## src/rtl/pixcap_pkg.sv

```systemverilog
package pixcap_pkg;
  typedef enum logic [1:0] {
    W18 = 2'b00,
    W24 = 2'b01,
    W36 = 2'b10,
    W48 = 2'b11
  } width_e;

  typedef enum logic [1:0] {
    E_RISE     = 2'b00,
    E_FALL     = 2'b01,
    E_BOTH     = 2'b10,
    E_BOTH_ALT = 2'b11
  } edge_e;

  typedef struct packed {
    logic hs;
    logic vs;
    logic de;
  } frame_t;
endpackage

```

## src/rtl/pixcap_edge_banks.sv

```systemverilog
module pixcap_edge_banks
  import pixcap_pkg::*;
#(
  parameter int BUS_W = 48
) (
  input  logic             clk,
  input  logic             rst,
  input  logic [BUS_W-1:0] bus_in,
  input  frame_t           frm_in,
  output logic [BUS_W-1:0] rise_bus,
  output frame_t           rise_frm,
  output logic [BUS_W-1:0] fall_bus,
  output frame_t           fall_frm
);
  logic [BUS_W-1:0] neg_bus;
  frame_t           neg_frm;

  // Falling-edge bank.
  always_ff @(negedge clk) begin
    if (rst) begin
      neg_bus <= '0;
      neg_frm <= '0;
    end else begin
      neg_bus <= bus_in;
      neg_frm <= frm_in;
    end
  end

  // Rising-edge bank plus transfer of the preceding falling sample.
  always_ff @(posedge clk) begin
    if (rst) begin
      rise_bus <= '0;
      rise_frm <= '0;
      fall_bus <= '0;
      fall_frm <= '0;
    end else begin
      rise_bus <= bus_in;
      rise_frm <= frm_in;
      fall_bus <= neg_bus;
      fall_frm <= neg_frm;
    end
  end
endmodule

```

## src/rtl/pixcap_cfg_ctrl.sv

```systemverilog
module pixcap_cfg_ctrl
  import pixcap_pkg::*;
(
  input  logic       clk,
  input  logic       rst,
  input  logic [1:0] req_width,
  input  logic [1:0] req_edge,
  input  logic       rise_de,
  input  logic       rise_vs,
  input  logic       fall_de,
  input  logic       fall_vs,
  output width_e     act_w,
  output edge_e      act_e,
  output logic       illegal,
  output logic       err_q
);
  logic idle;

  assign idle    = !rise_de && !rise_vs && !fall_de && !fall_vs;
  assign illegal = act_w[1] && act_e[1];

  always_ff @(posedge clk) begin
    if (rst) begin
      act_w <= width_e'(req_width);
      act_e <= edge_e'(req_edge);
      err_q <= 1'b0;
    end else begin
      if (idle) begin
        act_w <= width_e'(req_width);
        act_e <= edge_e'(req_edge);
      end
      err_q <= illegal;
    end
  end


  cfg_hold_busy_chk: assert property (@(posedge clk) disable iff (rst)
    !idle |=> ($stable(act_w) && $stable(act_e)));


  err_follows_cfg_chk: assert property (@(posedge clk) disable iff (rst)
    illegal |=> err_q);
endmodule

```

## src/rtl/pixcap_pack.sv

```systemverilog
module pixcap_pack
  import pixcap_pkg::*;
#(
  parameter int PIX_W    = 24,
  parameter int NARROW_W = 18
) (
  input  logic               clk,
  input  logic               rst,
  input  logic [2*PIX_W-1:0] rise_bus,
  input  frame_t             rise_frm,
  input  logic [2*PIX_W-1:0] fall_bus,
  input  frame_t             fall_frm,
  input  width_e             act_w,
  input  edge_e              act_e,
  input  logic               illegal,
  output logic [PIX_W-1:0]   pix0,
  output logic [PIX_W-1:0]   pix1,
  output logic               vld0,
  output logic               vld1,
  output logic               hs,
  output logic               vs
);
  localparam int LANES = 2;
  localparam int PAD_W = PIX_W - NARROW_W;

  logic               narrow, dbl, both, use_fall;
  logic [2*PIX_W-1:0] sel_bus;
  frame_t             sel_frm;
  logic [PIX_W-1:0]   sel_lane  [LANES];
  logic [PIX_W-1:0]   fall_lo, rise_lo;
  logic [PIX_W-1:0]   d0, d1;
  logic               dv0, dv1;

  function automatic logic [PIX_W-1:0] trim(input logic [PIX_W-1:0] x, input logic nar);
    return nar ? {{PAD_W{1'b0}}, x[NARROW_W-1:0]} : x;
  endfunction

  assign narrow   = (act_w == W18) || (act_w == W36);
  assign dbl      = act_w[1];
  assign both     = act_e[1];
  assign use_fall = (act_e == E_FALL);
  assign sel_bus  = use_fall ? fall_bus : rise_bus;
  assign sel_frm  = use_fall ? fall_frm : rise_frm;
  assign fall_lo  = trim(fall_bus[PIX_W-1:0], narrow);
  assign rise_lo  = trim(rise_bus[PIX_W-1:0], narrow);

  for (genvar l = 0; l < LANES; l++) begin : g_lane
    assign sel_lane[l] = trim(sel_bus[l*PIX_W +: PIX_W], narrow);
  end

  always_comb begin
    if (dbl) begin
      d0  = sel_lane[0];
      d1  = sel_lane[1];
      dv0 = sel_frm.de;
      dv1 = sel_frm.de;
    end else if (both) begin
      d0  = fall_lo;
      d1  = rise_lo;
      dv0 = fall_frm.de;
      dv1 = rise_frm.de;
    end else begin
      d0  = sel_lane[0];
      d1  = '0;
      dv0 = sel_frm.de;
      dv1 = 1'b0;
    end
    if (illegal) begin
      dv0 = 1'b0;
      dv1 = 1'b0;
    end
  end

  always_ff @(posedge clk) begin
    if (rst) begin
      pix0 <= '0;
      pix1 <= '0;
      vld0 <= 1'b0;
      vld1 <= 1'b0;
      hs   <= 1'b0;
      vs   <= 1'b0;
    end else begin
      pix0 <= d0;
      pix1 <= d1;
      vld0 <= dv0;
      vld1 <= dv1;
      hs   <= sel_frm.hs;
      vs   <= sel_frm.vs;
    end
  end


  no_valid_when_illegal_chk: assert property (@(posedge clk) disable iff (rst)
    illegal |=> (!vld0 && !vld1));


  narrow_mask_chk: assert property (@(posedge clk) disable iff (rst)
    narrow |=> (pix0[PIX_W-1:NARROW_W] == '0 && pix1[PIX_W-1:NARROW_W] == '0));


  single_no_second_chk: assert property (@(posedge clk) disable iff (rst)
    (!dbl && !both) |=> (!vld1 && pix1 == '0));
endmodule

```

## src/rtl/pixcap_front.sv

```systemverilog
module pixcap_front
  import pixcap_pkg::*;
#(
  parameter int PIX_W    = 24,
  parameter int NARROW_W = 18
) (
  input  logic               clk,
  input  logic               rst,
  input  logic [2*PIX_W-1:0] pix_bus,
  input  logic               hsync_in,
  input  logic               vsync_in,
  input  logic               de_in,
  input  logic [1:0]         cfg_width,
  input  logic [1:0]         cfg_edge,
  output logic [PIX_W-1:0]   out_pix0,
  output logic [PIX_W-1:0]   out_pix1,
  output logic               out_vld0,
  output logic               out_vld1,
  output logic               out_hsync,
  output logic               out_vsync,
  output logic               cfg_err
);
  localparam int BUS_W = 2 * PIX_W;

  frame_t           in_frm, rise_frm, fall_frm;
  logic [BUS_W-1:0] rise_bus, fall_bus;
  width_e           act_w;
  edge_e            act_e;
  logic             illegal;

  assign in_frm = '{hs: hsync_in, vs: vsync_in, de: de_in};

  pixcap_edge_banks #(.BUS_W(BUS_W)) u_banks (
    .clk      (clk),
    .rst      (rst),
    .bus_in   (pix_bus),
    .frm_in   (in_frm),
    .rise_bus (rise_bus),
    .rise_frm (rise_frm),
    .fall_bus (fall_bus),
    .fall_frm (fall_frm)
  );

  pixcap_cfg_ctrl u_cfg (
    .clk       (clk),
    .rst       (rst),
    .req_width (cfg_width),
    .req_edge  (cfg_edge),
    .rise_de   (rise_frm.de),
    .rise_vs   (rise_frm.vs),
    .fall_de   (fall_frm.de),
    .fall_vs   (fall_frm.vs),
    .act_w     (act_w),
    .act_e     (act_e),
    .illegal   (illegal),
    .err_q     (cfg_err)
  );

  pixcap_pack #(.PIX_W(PIX_W), .NARROW_W(NARROW_W)) u_pack (
    .clk      (clk),
    .rst      (rst),
    .rise_bus (rise_bus),
    .rise_frm (rise_frm),
    .fall_bus (fall_bus),
    .fall_frm (fall_frm),
    .act_w    (act_w),
    .act_e    (act_e),
    .illegal  (illegal),
    .pix0     (out_pix0),
    .pix1     (out_pix1),
    .vld0     (out_vld0),
    .vld1     (out_vld1),
    .hs       (out_hsync),
    .vs       (out_vsync)
  );


  reset_quiet_chk: assert property (@(posedge clk)
    $past(rst) |-> (!out_vld0 && !out_vld1 && !cfg_err && out_pix0 == '0));
endmodule

```

## config.mk

```make
export PLATFORM = sky130hd
export DESIGN_NAME = pixcap_front
export DESIGN_NICKNAME = d
export VERILOG_FILES = /design/src/rtl/pixcap_pkg.sv /design/src/rtl/pixcap_edge_banks.sv /design/src/rtl/pixcap_cfg_ctrl.sv /design/src/rtl/pixcap_pack.sv /design/src/rtl/pixcap_front.sv
export SDC_FILE = /design/constraint.sdc
export NUM_CORES = 1
export LEC_CHECK = 0
export BUFFER_PORTS_ARGS = -buffer_cell sky130_fd_sc_hd__buf_2
export CAP_MARGIN = 20
export CORE_UTILIZATION = 58
export DETAILED_ROUTE_END_ITERATION = 10
export PLACE_DENSITY = 0.92
export SYNTH_ARGS = -nofsm -noshare
export SYNTH_HDL_FRONTEND = slang
export SYNTH_SLANG_ARGS = --single-unit
```

## constraint.sdc

```tcl
create_clock -name clk -period 2.1 [get_ports clk]
set_input_delay 0.105 -clock clk [delete_from_list [all_inputs] [get_ports clk]]
set_output_delay 0.105 -clock clk [all_outputs]
set_load 0.05 [all_outputs]
```

Yosys cells after proc, flatten, opt, wreduce, memory -nomap -nowiden --
Index checks and enable logic that the tools add are counted.
Storage, ports and cells: register bits 210, memories 0, memory bits (read-only) 0, logic and storage cells 55, latch bits 0, output and inout bits 53, bits of input ports 57, bits in writable memories 0
Operators by class: bitwise operators 0, div/mod/pow operators 0, order comparisons 0, shifts and indexed selects 0, equality and inequality tests 2, multiply operators 0, reductions and logical operators 12, add/subtract/negate cells 0, muxes and demuxes 20
Operator list (number):
- $mux W24 | 8
- $mux W48 | 2
- $mux W2 | 4
- $mux W3 | 2
- $logic_and A1 B1 Y1 | 4
- $logic_not A1 Y1 | 4
- $mux W1 | 4
- $eq A2 B1 Y1 const B | 1
- $eq A2 B2 Y1 const B | 1
- $logic_not A2 Y1 | 1
- $reduce_bool A2 Y1 | 1
- $reduce_or A2 Y1 | 1
- $logic_or A1 B1 Y1 | 1

Longest topological paths before layout --
Gate-level depths: netlist of the first run.
depth in word-level cells 6, mapped depth 6, gate-level depth less buffers 3

Modules after synthesis --
A second synthesis of the first run with hierarchy kept.
Unflattened totals: cells, all modules 549, area total of the unflattened synthesis 6214.7 µm²
Modules (own cells, without submodules):
- pixcap_edge_banks | instances 1, cells each 267, seq. area each 3062.9 µm², area an instance 3766.1 µm²
- pixcap_pack | instances 1, cells each 273, seq. area each 1041.0 µm², area an instance 2275.9 µm²
- pixcap_cfg_ctrl | instances 1, cells each 9, seq. area each 140.1 µm², area an instance 172.7 µm²

==> results_dict.tcl, run 1 <==
set metrics [dict create \
    critPathMaxFanout 50 \
    grt_use_total_pct 31.8 \
    rr_worst_depth 3 \
    grt_busiest_layer "met2" \
    start_util_pct 60.3 \
    synth_ff_type "dfxtp_1" \
    hp-start "cfg_edge[1]" \
    tightestPinTransition_ps 654 \
    cp_slowest_cell "and2b_4" \
    holdPathStages 2 \
    vias 5005 \
    cts_num_sinks 210 \
    timing.fmax_mhz 487 \
    synth-edff-count 4 \
    r2r-start "u_cfg.act_e[1]" \
    dpl.hpwl_um 8690 \
    htreeDepth 1 \
    powerDensity_nw_per_um2 1070 \
    viasPerCell 5.46 \
    critPathCaptureType "register" \
    p_leak_uw 0.00377 \
    crit_required_ps 2540 \
    max_slew_margin_pct 56.4 \
    maxSlewViolCount 0 \
    period_minus_slack_ps 2050 \
    yosysTopAreaCellShare_pct 65.9 \
    drc 0 \
    clock_skew_ps 61.6 \
    grt-ovfl-total 0 \
    crit_type "register to register" \
    setup_slack_ps 48.4 \
    met1_usage_pct 34.6 \
    grt_setup_unrepaired "false" \
    layout_common_cells "206 x dfxtp_1, 127 x nor2b_1, 108 x buf_2" \
    chipWidth_um 106 \
    start_kind "register" \
    synth_area_um2 6250 \
    antenna_left 0 \
    synth_cell_types 21 \
    yosysWarnings 0 \
    status "finished, final reports clean" \
    synth_nets 599 \
    cts_tree "done" \
    synth_area_leaders "dfxtp_1 66%, nor2b_1 13%, a21oi_1 4.2%" \
    crit_path_cell_trace "and2b_4, o21ai_0, a21oi_1" \
    fin_crit_sh_pct 97.7 \
    port_buffers 109 \
    cpPeakStageDelay_ps 730 \
    core_um2 10400 \
    final_util_pct 80.7 \
    antenna_found_initial 0 \
    cts_root_buffer "clkbuf_8" \
    drive_above_1_share_pct 20.0 \
    synth_area_leader_cell "dfxtp_1" \
    async_flop_share_pct 0 \
    cp-startpoint "u_cfg.act_e[1]" \
    synth-seq-cells 210 \
    wire_per_inst_um 19.4 \
    drt-total-wl_um 17800 \
    design_area_um2 8370 \
    cts_buffers 20 \
    antenna_cells 0 \
    clk_latency_ps 610 \
    final-setup-viol-count 0 \
    dpl_cell_area_um2 6940 \
    hold_violations 0 \
    gr-usage-met3_pct 4.89 \
    worstPathArrival_ps 2490 \
    hp-class "input pin to register" \
    dr.pass1.iters 5 \
    die_h_um 106 \
    yosysSeqAreaShare_pct 67.9 \
    synth.avg_cell_area_um2 11.5 \
    die-area_um2 11200 \
    use_met2_pct 56.3 \
    initialDrtViolationCount 308 \
    grt_pass1_vias 5159 \
    globalplace.congestion 0.818 \
    final_nets 824 \
    final_common_cell "dfxtp_1" \
    grt_pass1_wl_um 27000 \
    io_pins 110 \
    clk_pin_slew_ps 70 \
    peakVddDrop_mv 0.766 \
    fin_tns_setup_ps 0 \
    rows 37 \
    max_cap_viol_count 0 \
    area_growth_pct 33.8 \
    clockBufferDepth 3 \
    grt_max_degree 51 \
    place_ws_ps 222 \
    syn-instance-count 542 \
]
==> kinds of logic after synthesis <==
family | share of synthesized area [%]
AO/OA/AOI/OAI | 8.62
multiplexers | 4.02
buffers and inverters | 3.36
AND/OR/NAND/NOR | 16.1
flip-flops | 67.9
==> path summary, 6_finish.rpt <==
kind / to / slack (ps)
min reg2reg: u_pack.pix0[4] / 470
max: u_pack.pix0[21] / 50
min: u_cfg.act_e[1] / 280
max reg2reg: u_pack.pix0[21] / 50
==> metal layers <==
metal | part of all wire, % | routed length, µm
met5 | 0 | 0
met4 | 7.0 | 1250
met3 | 7.0 | 1240
met2 | 50 | 8890
met1 | 36 | 6400
==> timing repair <==
item                                   in CTS  in global routing
buffers inserted                            0                  0
endpoints found under the hold margin      64                  0
resized for setup                           0                  0
hold buffers                               63                  0
==> critical path, delay by kind of cell, from the launching register on <==
kind / cells / cell delay (ps)
compound gates: 2 / 680
simple gates: 1 / 730
flops: 1 / 520
==> cell usage after synthesis, types with 5 or more instances <==
cell type	n
dfxtp_1	206
nor2b_1	127
a21oi_1	52
mux2i_1	24
nand3_1	24
o22ai_1	24
o21ai_0	19
buf_2	12
clkbuf_1	12
nand2_1	11
buf_4	7
o21ai_1	5
==> power breakdown <==
part	switching, µW	internal (µW)
Combinational	517	317
Clock	1780	2050
Sequential	90.2	4210
==> through the flow <==
stage | hold slack (ps) | power [µW] | cells
2_1_floorplan | 204 | 4990 | 542
3_3_place_gp | 285 | 5180 | 768
3_5_place_dp | 284 | 5210 | 768
4_1_cts | 268 | 8840 | 916
5_1_grt | 269 | 9240 | 916
6_report | 281 | 8970 | 916
==> registers in the layout, indices dropped and copies added, names as in the netlist, 2 cells and up <==
register          count
u_banks.rise_bus     48
u_banks.fall_bus     48
u_cfg.act_e           2
u_banks.neg_frm       3
u_cfg.act_w           2
u_banks.rise_frm      3
u_banks.fall_frm      3
u_banks.neg_bus      48
u_pack.pix1          24
u_pack.pix0          24
==> area by class of cell <==
type | instances | area (µm²)
clock buffer | 30 | 556
multi-input combinational | 295 | 1800
tap | 136 | 170
fill | 544 | 2000
inverter | 1 | 3.75
timing repair buffer | 188 | 1350
clock inverter | 56 | 244
sequential | 210 | 4240
Power figures use the tool's default switching activity.
==> run 2: changes to the inputs <==
--- a/config.mk
+++ b/config.mk
@@ -5,11 +5,12 @@
 export SDC_FILE = /design/constraint.sdc
 export NUM_CORES = 1
 export LEC_CHECK = 0
+export ABC_AREA = 1
 export BUFFER_PORTS_ARGS = -buffer_cell sky130_fd_sc_hd__buf_2
 export CAP_MARGIN = 20
-export CORE_UTILIZATION = 58
+export CORE_UTILIZATION = 55
 export DETAILED_ROUTE_END_ITERATION = 10
-export PLACE_DENSITY = 0.92
+export PLACE_DENSITY = 0.88
 export SYNTH_ARGS = -nofsm -noshare
 export SYNTH_HDL_FRONTEND = slang
 export SYNTH_SLANG_ARGS = --single-unit
==> results_dict.tcl, run 2 <==
set metrics [dict create \
    antenna_left 0 \
    synth.avg_cell_area_um2 8.89 \
    grt_pass1_wl_um 23900 \
    sw_frac_of_total_pct 26.4 \
    start_kind "register" \
    viasPerCell 4.71 \
    grt-ovfl-total 0 \
    synth-seq-cells 210 \
    seqPwrFrac_pct 47.0 \
    internal_power_uw 6730 \
    yosysTopAreaCellShare_pct 64.4 \
    drive_above_1_share_pct 16.5 \
    area_growth_pct 31.5 \
    hold_violations 0 \
    initialDrtViolationCount 364 \
    yosysMostFrequentCell "dfxtp_1" \
    drc 0 \
    synth_cell_types 17 \
    cts_tree "done" \
    synth-edff-count 4 \
    synth_area_leader_cell "dfxtp_1" \
    power.switching_uw 2420 \
    dpl_cell_area_um2 7030 \
    start_util_pct 56.3 \
    antenna_cells 0 \
    wire_per_inst_um 14.0 \
    grt_pass1_vias 5366 \
    die_h_um 110 \
    hp-class "input pin to register" \
    antenna_found_initial 0 \
    cts_buffers 20 \
    clk_pin_slew_ps 60 \
    io_pins 110 \
    status "finished, final reports clean" \
    syn-instance-count 720 \
    place_ws_ps 224 \
    die-area_um2 12100 \
    powerDensity_nw_per_um2 1090 \
    peakVddDrop_mv 0.757 \
    final_common_cell "inv_1" \
    grt_use_total_pct 26.2 \
    max_slew_margin_pct 52.0 \
    p_comb_share_pct 10.1 \
    post_cts_resized 0 \
    globalplace.congestion 0.784 \
    rows 39 \
    vias 5126 \
    final-setup-viol-count 0 \
    r2r_slack_ps 450 \
    crit_type "register to register" \
    drt-total-wl_um 15300 \
    chipWidth_um 110 \
    maxSlewViolCount 0 \
    crit_required_ps 2510 \
    tightestPinTransition_ps 713 \
    p_leak_uw 0.00431 \
    synthTopCellsByCount "206 x dfxtp_1, 157 x inv_1, 151 x nor2_1" \
    port_buffers 109 \
    clockBufferDepth 3 \
    final_nets 989 \
    layout_common_cells "207 x inv_1, 206 x dfxtp_1, 151 x nor2_1" \
    synth_area_leaders "dfxtp_1 64%, inv_1 9.2%, nor2_1 8.9%" \
    yosysWarnings 0 \
    synth_ff_type "dfxtp_1" \
    fin_tns_setup_ps 0 \
    critPathMaxFanout 1 \
    fillers 756 \
    reg.largest.list "u_banks.fall_bus (48), u_banks.neg_bus (48), u_banks.rise_bus (48)" \
    cts_num_sinks 210 \
    clock_skew_ps 89.4 \
    dr.pass1.iters 5 \
    critPathCaptureType "register" \
    pwr-share-clk_pct 42.9 \
    dpl.hpwl_um 8570 \
    async_flop_share_pct 0 \
    design_area_um2 8420 \
    worstPathArrival_ps 2060 \
    grt_max_degree 40 \
    yosysSeqAreaShare_pct 66.3 \
    cts_root_buffer "clkbuf_16" \
    clk_latency_ps 570 \
    htreeDepth 1 \
    synth_area_um2 6400 \
    core_um2 11400 \
    grt_setup_unrepaired "false" \
    max_cap_viol_count 0 \
    setup_slack_ps 453 \
    synth_nets 777 \
]
## run 2: kinds of logic (layout without fill, tap and decap cells)
kind of cell	after synthesis	count (layout)	synth area share [%]
compound gates	55	55	4.30
buf+inv	195	421	12.7
flops	210	210	66.3
simple gates	260	260	16.7
## run 2: per-stage QoR
stage | hold WS (ps) | util [%] | std cells | power, µW
final | 32.2 | 74.0 | 1089 | 9140
after global routing | 46.5 | 74.0 | 1089 | 9540
after CTS | 5.42 | 74.0 | 1089 | 9130
after detailed placement | 288 | 61.8 | 948 | 5340
after global placement | 289 | 61.8 | 948 | 5320
after floorplan | 204 | - | 720 | 5120
## run 2: worst paths after layout
kind	cells past startpoint	startpoint	to
worst max-delay path	2	u_banks.neg_bus[27]	u_banks.fall_bus[27]
worst min register to register	2	u_banks.rise_frm[2]	u_pack.hs
worst min-delay path	2	rst	u_banks.rise_bus[45]
worst max register to register	2	u_banks.neg_bus[27]	u_banks.fall_bus[27]
## run 2: critical path: stages (launching register included)
cell	delay, ps
dfxtp_1	310
inv_1	40
nor2_1	100
## run 2: area by class of cell
| type | instances | area, µm² | share of cell area [%] |
|---|---|---|---|
| Multi-Input combinational cell | 315 | 1340 | 15.9 |
| Tap cell | 143 | 179 | 2.13 |
| Sequential cell | 210 | 4240 | 50.4 |
| Clock inverter | 59 | 248 | 2.94 |
| Inverter | 160 | 601 | 7.14 |
| Timing Repair Buffer | 174 | 1210 | 14.4 |
| Clock buffer | 28 | 592 | 7.03 |
## run 2: power by group through the flow
stage                     sequential, µW  combinational (µW)  clock, µW
after floorplan                     4600                 362        151
after global placement              4360                 805        151
after detailed placement            4370                 820        151
after CTS                           4300                 910       3920
after global routing                4310                1000       4220
final                               4300                 921       3920
## run 2: metal layers
metal / wire (µm) / track usage, %
met5: 0 / 0
met4: 489 / 9.81
met3: 845 / 4.09
met2: 8140 / 51.2
met1: 5800 / 27.8
## run 2: what timing repair did
| action | 4_1_cts | 5_1_grt |
|---|---|---|
| buffers inserted | 0 | 0 |
| hold endpoints to repair | 55 | 0 |
| hold buffers | 55 | 0 |
